## src/rtl/sio_pkg.sv

```systemverilog
package sio_pkg;

    localparam int unsigned REG_AW = 6;

    localparam logic [REG_AW-1:0] OFS_LSR_CLR = 6'h00;
    localparam logic [REG_AW-1:0] OFS_LSR_SET = 6'h04;
    localparam logic [REG_AW-1:0] OFS_HSR_CLR = 6'h08;
    localparam logic [REG_AW-1:0] OFS_HSR_SET = 6'h0C;
    localparam logic [REG_AW-1:0] OFS_DIVH    = 6'h10;
    localparam logic [REG_AW-1:0] OFS_DIVL    = 6'h14;
    localparam logic [REG_AW-1:0] OFS_CTRL    = 6'h18;
    localparam logic [REG_AW-1:0] OFS_RXCMD   = 6'h1C;
    localparam logic [REG_AW-1:0] OFS_TXCMD   = 6'h20;
    localparam logic [REG_AW-1:0] OFS_DATA    = 6'h24;

    // sticky line-status flags, index into a 5-bit vector that maps to bits 7..3
    localparam int unsigned ST_DR = 4;
    localparam int unsigned ST_FE = 3;
    localparam int unsigned ST_OE = 2;
    localparam int unsigned ST_PE = 1;
    localparam int unsigned ST_BK = 0;

    typedef struct packed {
        logic echo;
        logic loop;
        logic dtr;
        logic rts;
        logic len8;
        logic par_en;
        logic par_odd;
        logic stop2;
    } ctrl_t;

    typedef struct packed {
        logic len8;
        logic par_en;
        logic par_odd;
        logic stop2;
    } frame_cfg_t;

    typedef enum logic [2:0] {
        SH_IDLE, SH_START, SH_DATA, SH_PAR, SH_STOP, SH_HOLD
    } sh_state_t;

    typedef struct packed {
        logic [7:0] data;
        logic       perr;
        logic       ferr;
        logic       brk;
    } rx_result_t;

    function automatic logic calc_par(logic [7:0] d, frame_cfg_t c);
        logic p;
        p = c.len8 ? ^d : ^d[6:0];
        return p ^ c.par_odd;
    endfunction

    function automatic logic [2:0] last_bit(frame_cfg_t c);
        return c.len8 ? 3'd7 : 3'd6;
    endfunction

endpackage

```

## src/rtl/sio_baud.sv

```systemverilog
module sio_baud #(
    parameter int unsigned DIV_W = 16
) (
    input  logic             clk,
    input  logic             rst,
    input  logic [DIV_W-1:0] div,
    output logic             tick
);
    logic [DIV_W-1:0] cnt;

    always_ff @(posedge clk) begin
        if (rst) begin
            cnt <= '0;
        end else if (cnt == '0) begin
            cnt <= div;
        end else begin
            cnt <= cnt - 1'b1;
        end
    end

    assign tick = (cnt == '0);

    // with a nonzero divisor two ticks are never adjacent
    a_r2_tick_spacing: assert property (@(posedge clk) disable iff (rst)
        (tick && div != '0) |=> !tick);

endmodule

```

## src/rtl/sio_tx.sv

```systemverilog
module sio_tx
    import sio_pkg::*;
#(
    parameter int unsigned OSR = 16
) (
    input  logic       clk,
    input  logic       rst,
    input  logic       tick,
    input  frame_cfg_t cfg,
    input  logic       load,
    input  logic [7:0] load_data,
    output logic       line,
    output logic       busy
);
    localparam int unsigned TW = $clog2(OSR);

    sh_state_t     state;
    logic [TW-1:0] tcnt;
    logic [2:0]    bidx;
    logic [7:0]    shreg;
    logic          par;

    always_ff @(posedge clk) begin
        if (rst) begin
            state <= SH_IDLE;
            tcnt  <= '0;
            bidx  <= '0;
            shreg <= '0;
            par   <= 1'b0;
            line  <= 1'b1;
        end else if (state == SH_IDLE) begin
            line <= 1'b1;
            if (load) begin
                shreg <= load_data;
                par   <= calc_par(load_data, cfg);
                state <= SH_START;
                tcnt  <= '0;
                line  <= 1'b0;
            end
        end else if (tick) begin
            if (tcnt != TW'(OSR - 1)) begin
                tcnt <= tcnt + 1'b1;
            end else begin
                tcnt <= '0;
                case (state)
                    SH_START: begin
                        state <= SH_DATA;
                        bidx  <= '0;
                        line  <= shreg[0];
                    end
                    SH_DATA: begin
                        if (bidx == last_bit(cfg)) begin
                            bidx <= '0;
                            if (cfg.par_en) begin
                                state <= SH_PAR;
                                line  <= par;
                            end else begin
                                state <= SH_STOP;
                                line  <= 1'b1;
                            end
                        end else begin
                            bidx  <= bidx + 1'b1;
                            shreg <= shreg >> 1;
                            line  <= shreg[1];
                        end
                    end
                    SH_PAR: begin
                        state <= SH_STOP;
                        line  <= 1'b1;
                    end
                    default: begin
                        line <= 1'b1;
                        if (cfg.stop2 && bidx == 3'd0) begin
                            bidx <= 3'd1;
                        end else begin
                            state <= SH_IDLE;
                        end
                    end
                endcase
            end
        end
    end

    assign busy = (state != SH_IDLE);

    // the shifter leaves idle only on a load request
    a_r4_busy_from_load: assert property (@(posedge clk) disable iff (rst)
        $rose(busy) |-> $past(load));

    // the line rests high whenever no frame is in progress
    a_r2_idle_high: assert property (@(posedge clk) disable iff (rst)
        !busy |-> line);

endmodule

```

## src/rtl/sio_rx.sv

```systemverilog
module sio_rx
    import sio_pkg::*;
#(
    parameter int unsigned OSR = 16
) (
    input  logic       clk,
    input  logic       rst,
    input  logic       tick,
    input  logic       en,
    input  logic       rx,
    input  frame_cfg_t cfg,
    output logic       done,
    output rx_result_t result
);
    localparam int unsigned TW  = $clog2(OSR);
    localparam int unsigned MID = OSR / 2;

    sh_state_t     state;
    logic [TW-1:0] tcnt;
    logic [2:0]    bidx;
    logic [7:0]    shreg;
    logic          zero;
    logic          perr;

    always_ff @(posedge clk) begin
        if (rst) begin
            state  <= SH_IDLE;
            tcnt   <= '0;
            bidx   <= '0;
            shreg  <= '0;
            zero   <= 1'b0;
            perr   <= 1'b0;
            done   <= 1'b0;
            result <= '0;
        end else begin
            done <= 1'b0;
            if (!en) begin
                state <= SH_IDLE;
            end else begin
                case (state)
                    SH_IDLE: begin
                        if (!rx) begin
                            state <= SH_START;
                            tcnt  <= '0;
                        end
                    end
                    SH_START: begin
                        if (tick) begin
                            if (tcnt == TW'(MID - 1)) begin
                                if (rx) begin
                                    state <= SH_IDLE;
                                end else begin
                                    state <= SH_DATA;
                                    tcnt  <= '0;
                                    bidx  <= '0;
                                    shreg <= '0;
                                    zero  <= 1'b1;
                                    perr  <= 1'b0;
                                end
                            end else begin
                                tcnt <= tcnt + 1'b1;
                            end
                        end
                    end
                    SH_HOLD: begin
                        if (rx) state <= SH_IDLE;
                    end
                    default: begin
                        if (tick) begin
                            if (tcnt != TW'(OSR - 1)) begin
                                tcnt <= tcnt + 1'b1;
                            end else begin
                                tcnt <= '0;
                                if (rx) zero <= 1'b0;
                                case (state)
                                    SH_DATA: begin
                                        shreg[bidx] <= rx;
                                        if (bidx == last_bit(cfg)) begin
                                            state <= cfg.par_en ? SH_PAR : SH_STOP;
                                        end else begin
                                            bidx <= bidx + 1'b1;
                                        end
                                    end
                                    SH_PAR: begin
                                        perr  <= (rx != calc_par(shreg, cfg));
                                        state <= SH_STOP;
                                    end
                                    default: begin
                                        done        <= 1'b1;
                                        result.data <= cfg.len8 ? shreg : {1'b0, shreg[6:0]};
                                        result.perr <= cfg.par_en & perr;
                                        result.ferr <= !rx;
                                        result.brk  <= !rx & zero;
                                        state       <= rx ? SH_IDLE : SH_HOLD;
                                    end
                                endcase
                            end
                        end
                    end
                endcase
            end
        end
    end

    // each character completes with a single-cycle strobe
    a_r5_done_pulse: assert property (@(posedge clk) disable iff (rst)
        done |=> !done);

    // a break is always reported as a framing error too
    a_r8_break_is_frame_error: assert property (@(posedge clk) disable iff (rst)
        (done && result.brk) |-> result.ferr);

endmodule

```

## src/rtl/sio_port.sv

```systemverilog
module sio_port
    import sio_pkg::*;
#(
    parameter int unsigned DIV_W = 16,
    parameter int unsigned OSR   = 16
) (
    input  logic        clk,
    input  logic        rst,
    input  logic [5:0]  bus_addr,
    input  logic        bus_wr,
    input  logic        bus_rd,
    input  logic [7:0]  bus_wdata,
    output logic [7:0]  bus_rdata,
    input  logic        rxd,
    output logic        txd,
    input  logic        dsr_in,
    input  logic        cts_in,
    output logic        dtr_out,
    output logic        rts_out,
    output logic        irq
);
    ctrl_t            ctrl;
    logic [7:0]       rxcmd, txcmd;
    logic [DIV_W-1:0] div;
    logic [4:0]       st;
    logic [1:0]       hsr;
    logic [7:0]       rbuf, hold, echo_byte;
    logic             hold_full, echo_pend;
    logic             rx_meta, rx_s;
    logic [2:0]       dsr_p, cts_p;

    logic       tick, tx_line, tx_busy, tx_load, int_line, rx_src, rx_done;
    logic [7:0] tx_data;
    rx_result_t rx_res;
    frame_cfg_t fcfg;
    logic [4:0] st_clr, st_set, st_hw;

    assign fcfg     = '{len8: ctrl.len8, par_en: ctrl.par_en, par_odd: ctrl.par_odd, stop2: ctrl.stop2};
    assign int_line = txcmd[1] ? 1'b0 : tx_line;
    assign txd      = ctrl.loop ? 1'b1 : int_line;
    assign rx_src   = ctrl.loop ? int_line : rxd;
    assign dtr_out  = ctrl.dtr;
    assign rts_out  = ctrl.rts;
    assign tx_load  = !tx_busy && (echo_pend || (hold_full && txcmd[7] && !ctrl.echo));
    assign tx_data  = echo_pend ? echo_byte : hold;

    sio_baud #(.DIV_W(DIV_W)) u_baud (
        .clk(clk), .rst(rst), .div(div), .tick(tick)
    );

    sio_tx #(.OSR(OSR)) u_tx (
        .clk(clk), .rst(rst), .tick(tick), .cfg(fcfg),
        .load(tx_load), .load_data(tx_data), .line(tx_line), .busy(tx_busy)
    );

    sio_rx #(.OSR(OSR)) u_rx (
        .clk(clk), .rst(rst), .tick(tick), .en(rxcmd[7]), .rx(rx_s),
        .cfg(fcfg), .done(rx_done), .result(rx_res)
    );

    always_comb begin
        st_clr = '0;
        st_set = '0;
        st_hw  = '0;
        if (bus_wr && bus_addr == OFS_LSR_CLR) st_clr = bus_wdata[7:3];
        if (bus_wr && bus_addr == OFS_LSR_SET) st_set = bus_wdata[7:3];
        if (bus_rd && bus_addr == OFS_DATA)    st_clr[ST_DR] = 1'b1;
        if (rx_done) begin
            if (rx_res.brk) begin
                st_hw[ST_BK] = 1'b1;
                st_hw[ST_FE] = 1'b1;
            end else if (st[ST_DR]) begin
                st_hw[ST_OE] = 1'b1;
            end else begin
                st_hw[ST_DR] = 1'b1;
                st_hw[ST_FE] = rx_res.ferr;
                st_hw[ST_PE] = rx_res.perr;
            end
        end
    end

    always_ff @(posedge clk) begin
        if (rst) begin
            ctrl      <= '0;
            rxcmd     <= '0;
            txcmd     <= '0;
            div       <= '0;
            st        <= '0;
            hsr       <= '0;
            rbuf      <= '0;
            hold      <= '0;
            hold_full <= 1'b0;
            echo_byte <= '0;
            echo_pend <= 1'b0;
            rx_meta   <= 1'b1;
            rx_s      <= 1'b1;
            dsr_p     <= '0;
            cts_p     <= '0;
        end else begin
            rx_meta <= rx_src;
            rx_s    <= rx_meta;
            dsr_p   <= {dsr_p[1:0], dsr_in};
            cts_p   <= {cts_p[1:0], cts_in};

            st <= (st & ~st_clr) | st_set | st_hw;
            if (rx_done && !rx_res.brk && !st[ST_DR]) rbuf <= rx_res.data;

            if (tx_load) begin
                if (echo_pend) echo_pend <= 1'b0;
                else           hold_full <= 1'b0;
            end
            if (rx_done && !rx_res.brk && ctrl.echo) begin
                echo_pend <= 1'b1;
                echo_byte <= rx_res.data;
            end

            if (bus_wr) begin
                case (bus_addr)
                    OFS_HSR_CLR: hsr  <= hsr & ~bus_wdata[7:6];
                    OFS_HSR_SET: hsr  <= hsr | bus_wdata[7:6];
                    OFS_DIVH:    div[DIV_W-1:8] <= bus_wdata[DIV_W-9:0];
                    OFS_DIVL:    div[7:0] <= bus_wdata;
                    OFS_CTRL:    ctrl  <= bus_wdata;
                    OFS_RXCMD:   rxcmd <= bus_wdata;
                    OFS_TXCMD:   txcmd <= bus_wdata;
                    OFS_DATA: begin
                        hold      <= bus_wdata;
                        hold_full <= 1'b1;
                    end
                    default: ;
                endcase
            end
            if (dsr_p[2] != dsr_p[1]) hsr[1] <= 1'b1;
            if (cts_p[2] != cts_p[1]) hsr[0] <= 1'b1;
        end
    end

    always_comb begin
        case (bus_addr)
            OFS_LSR_CLR, OFS_LSR_SET: bus_rdata = {st, !hold_full, !tx_busy, 1'b0};
            OFS_HSR_CLR, OFS_HSR_SET: bus_rdata = {hsr, 6'b0};
            OFS_DIVH:  bus_rdata = div[DIV_W-1:8];
            OFS_DIVL:  bus_rdata = div[7:0];
            OFS_CTRL:  bus_rdata = ctrl;
            OFS_RXCMD: bus_rdata = rxcmd;
            OFS_TXCMD: bus_rdata = txcmd;
            OFS_DATA:  bus_rdata = rbuf;
            default:   bus_rdata = '0;
        endcase
    end

    assign irq = (rxcmd[5] & st[ST_DR])
               | (rxcmd[4] & (st[ST_FE] | st[ST_OE] | st[ST_PE] | st[ST_BK]))
               | (txcmd[5] & !hold_full)
               | (txcmd[4] & !hold_full & !tx_busy);

    // an overrun keeps the stored character and raises the overrun flag
    a_r7_overrun_keeps_old: assert property (@(posedge clk) disable iff (rst)
        (rx_done && !rx_res.brk && st[ST_DR]) |=> ($stable(rbuf) && st[ST_OE]));

    // a data read clears data ready unless a new character or a set lands
    a_r5_read_clears_ready: assert property (@(posedge clk) disable iff (rst)
        (bus_rd && bus_addr == OFS_DATA && !rx_done) |=> !st[ST_DR]);

    // writing one at the clear address removes the framing flag
    a_r9_w1c_frame: assert property (@(posedge clk) disable iff (rst)
        (bus_wr && bus_addr == OFS_LSR_CLR && bus_wdata[6] && !rx_done) |=> !st[ST_FE]);

    // a break never produces a data-ready event
    a_r8_break_no_ready: assert property (@(posedge clk) disable iff (rst)
        (rx_done && rx_res.brk && !st[ST_DR]) |=> !st[ST_DR]);

endmodule

```

## config.mk

```make
export PLATFORM = sky130hd
export DESIGN_NAME = sio_port
export DESIGN_NICKNAME = d
export VERILOG_FILES = /design/src/rtl/sio_pkg.sv /design/src/rtl/sio_baud.sv /design/src/rtl/sio_tx.sv /design/src/rtl/sio_rx.sv /design/src/rtl/sio_port.sv
export SDC_FILE = /design/constraint.sdc
export NUM_CORES = 1
export LEC_CHECK = 0
export ABC_AREA = 1
export BUFFER_PORTS_ARGS = -buffer_cell sky130_fd_sc_hd__buf_2
export CAP_MARGIN = 10
export CORE_AREA = 2 2 162 101
export CTS_BUF_LIST = sky130_fd_sc_hd__clkbuf_4
export DETAILED_ROUTE_END_ITERATION = 7
export DIE_AREA = 0 0 164 103
export PLACE_DENSITY = 0.66
export SLEW_MARGIN = 20
export SYNTH_ARGS = -nofsm -noshare
export SYNTH_HDL_FRONTEND = slang
export SYNTH_SLANG_ARGS = --single-unit
```

## constraint.sdc

```tcl
create_clock -name clk -period 2 [get_ports clk]
set_input_delay 0.2 -clock clk [delete_from_list [all_inputs] [get_ports clk]]
set_output_delay 0.2 -clock clk [all_outputs]
set_load 0.005 [all_outputs]
```

==> flow_metrics.env <==
export IMPL_violations_in_the_final_reports="setup timing"
export IMPL_detailedRoute_firstIterationViolations=843
export IMPL_grt_antenna_before_repair=0
export IMPL_synth_cell_area_sq_um=7550
export IMPL_tritoncts="done"
export IMPL_fin_worst_skew_ns=0.0258
export IMPL_syn_area_per_cell_sq_um=6.86
export IMPL_synth_fp_nets=1129
export IMPL_routed_via_density=5.33
export IMPL_critPathBufInv=1
export IMPL_crit_path_top_delay_cell="nor4_1"
export IMPL_firstDrtPassIters=5
export IMPL_holdCritPathClass="input port to register"
export IMPL_grt_util_all_layers=0.269
export IMPL_power_static_leakage_uw=0.00353
export IMPL_drc_errors=0
export IMPL_report_power_total_uw=6330
export IMPL_final_worst_path_period_share=1.00
export IMPL_final_core_utilization=0.543
export IMPL_final_number_of_hold_violating_endpoints=0
export IMPL_dpl_cell_area_sq_um=7980
export IMPL_worst_ep_arrival_time_ns=1.81
export IMPL_die_width_um=164
export IMPL_synth_distinct_cells=42
export IMPL_clock_insertion_delay_worst_skew_ns=0.57
export IMPL_cpPeakStageDelay_ns=0.43
export IMPL_synth_adder_area_share=0.0116
export IMPL_yosys_area_share_xor_xnor=0.0186
export IMPL_synth_ff_latch_count=149
export IMPL_core_area_sq_um=15600
export IMPL_criticalPathCategory="register to output port"
export IMPL_ctsRootBufferMaster="clkbuf_4"
export IMPL_min_period_ns=2.01
export IMPL_final_setup_viol_count=1
export IMPL_gpl_final_weighted_congestion=0.978
export IMPL_num_nets_final=1186
export IMPL_cts_inserted_buffers=17
export IMPL_drive_above_1_share=0.127
export IMPL_crit_path_end_kind="output port"
export IMPL_synth_compound_area_share=0.204
export IMPL_vias=7354
export IMPL_total_power_per_unit_cell_area_nw_per_um2=747
export IMPL_die_area_sq_um=16900
export IMPL_final_common_cell="nand2_1"
export IMPL_grt_first_pass_wirelength_um=34600
export IMPL_maxSlewViolCount=0
export IMPL_post_dp_hpwl_um=16500
export IMPL_detail_route_antenna_nets=0
export IMPL_antenna_cells=0
export IMPL_first_global_vias=6410
export IMPL_vdd_ir_drop_worst_mv=0.445
export IMPL_grt_overflow_total=0
export IMPL_timing_critical_path_cells="nor4_1 > o2111ai_1 > buf_2"
export IMPL_clk_pin_slew_ns=0.14
export IMPL_port_buffer_count=32
export IMPL_row_count=36
export IMPL_yosys_mux_area_fraction=0
export IMPL_grt_start_max_net_pins=57
export IMPL_floorplan_initialDensity=0.483
export IMPL_io_pin_count=33
export IMPL_outcome="finished with violations"
export IMPL_clock_sink_count=149
export IMPL_chipHeight_um=103
export IMPL_synth_yosys_seq_area_share=0.395
export IMPL_fin_area_sq_um=8480
export IMPL_crit_path_start_kind="register"
export IMPL_timing_worst_slew_pin_value_ns=0.664
export IMPL_max_freq_mhz=498
export IMPL_timing_max_slew_rel_slack=0.553
export IMPL_path_delay_family="simple AND/OR/NAND/NOR gates"
export IMPL_clk_buf_depth=2
export IMPL_h_tree_depth=4
export IMPL_synth_warnings=0
export IMPL_most_common_layout_cells="nand2_1, dfxtp_1, inv_1"
export IMPL_path_max_fanout=3
export IMPL_syn_inst=1101
export IMPL_synth_top_family_by_area="simple AND/OR/NAND/NOR gates"
export IMPL_synth_simple_area_share=0.275
export IMPL_area_growth_pct=12.3
export IMPL_setup_ws_ns=-0.00645
export IMPL_max_cap_violations=0
export IMPL_cp_data_required_time_ns=1.80
export IMPL_drt_total_wl_um=22000
export IMPL_wl_per_cell_um=16.0
## logic make-up after synthesis
family                   Yosys count
AND/OR/NAND/NOR                  467
flip-flops                       149
buffers and inverters            179
adder cells (fa/ha/maj)            7
AO/OA/AOI/OAI                    283
XOR/XNOR                          16
## metal layers
metal	vias to the layer above	routed length, um	track usage
li1	3749	-	-
met1	3305	11000	0.400
met2	283	8090	0.351
met3	17	2780	0.121
met4	0	158	0.0533
met5	-	0	0
## what timing repair did
action                                  in CTS  in global routing
resized for setup                            5                 10
buffers inserted                             0                  5
endpoints found under the hold margin       19                  0
endpoints found under the setup margin       6                 29
hold buffers                                13                  0
pin swaps                                    1                  2
## worst paths after layout
path            startpoint       endpoint  slack, ns  depth (start not counted)
min                 bus_wr         hsr[1]       0.09                          4
max reg2reg  u_baud.cnt[6]  u_rx.shreg[3]       0.15                          8
min reg2reg       cts_p[0]       cts_p[1]       0.41                          2
max                  st[2]            irq     -0.006                          3
## synthesized netlist by cell type
cell	instances	share of area
o2111ai_1	2	0.0023
nor3_2	2	0.0027
a21oi_1	114	0.076
nor4_1	1	0.00083
buf_2	11	0.0073
nor2_2	6	0.0050
nor3b_1	1	0.00099
buf_1	1	0.00050
nand3_2	3	0.0040
nor2_4	4	0.0060
xor2_1	10	0.012
nor2_8	1	0.0027
and2_1	2	0.0017
ha_1	7	0.012
o21ai_1	1	0.00066
clkbuf_2	1	0.00066
inv_1	132	0.066
or2_2	4	0.0033
o22ai_1	1	0.00083
nand2_1	236	0.12
o21bai_1	3	0.0030
nand2_2	9	0.0075
o211ai_1	7	0.0070
xnor2_1	6	0.0070
o21ai_0	123	0.082
o21a_1	1	0.00099
dfxtp_1	149	0.39
a22oi_1	12	0.012
clkinv_1	2	0.00099
nand2_4	2	0.0030
nor2_1	92	0.046
a211oi_2	5	0.0083
a31oi_1	12	0.0099
o211a_1	1	0.0013
buf_6	5	0.0075
nand3b_1	6	0.0060
clkbuf_1	21	0.010
nand3_1	63	0.042
nand4_1	20	0.017
nor3_1	15	0.0099
a211oi_1	1	0.00099
inv_2	6	0.0030
## worst reg2reg max path: stages, from the launching register on
cell,delay (ns)
dfxtp_1,0.37
nor2_1,0.15
nand2_1,0.18
nor3_4,0.31
buf_4,0.17
nand3_1,0.10
nor2_2,0.24
nand3_1,0.10
a21oi_1,0.16
## state kept, by name (all words and copies together) (netlist names), 4 cells and up
register     count
u_tx.tcnt        4
u_baud.cnt      16
u_rx.shreg       8
st               5
rxcmd            8
hold             8
txcmd            8
rbuf             8
u_tx.shreg       8
u_rx.tcnt        4
ctrl             6
u_rx.result     11
echo_byte        8
div             16
## where the power goes
group	switching, uW	leakage (uW)	internal [uW]
Sequential	83.5	0.00121	3080
Combinational	782	0.00217	428
Clock	1290	0.000148	668
## final cells by class
type | count | area [sq um]
Clock buffer | 17 | 128
Clock inverter | 15 | 164
Fill cell | 1543 | 7150
Inverter | 140 | 528
Multi-Input combinational cell | 773 | 3880
Sequential cell | 149 | 2990
Tap cell | 209 | 262
Timing Repair Buffer | 77 | 531
## through the flow
step	cells	hold WS (ns)	setup TNS, ns	setup WS, ns
4_1_cts	1375	0.0459	0	0.00702
5_1_grt	1380	0.0795	-0.0376	-0.0142
2_1_floorplan	1101	0.307	0	0.463
3_5_place_dp	1330	0.395	-0.0224	-0.0155
6_report	1380	0.0872	-0.00645	-0.00645
3_3_place_gp	1330	0.390	0	0.0506
(Power assumes the default switching activity.)
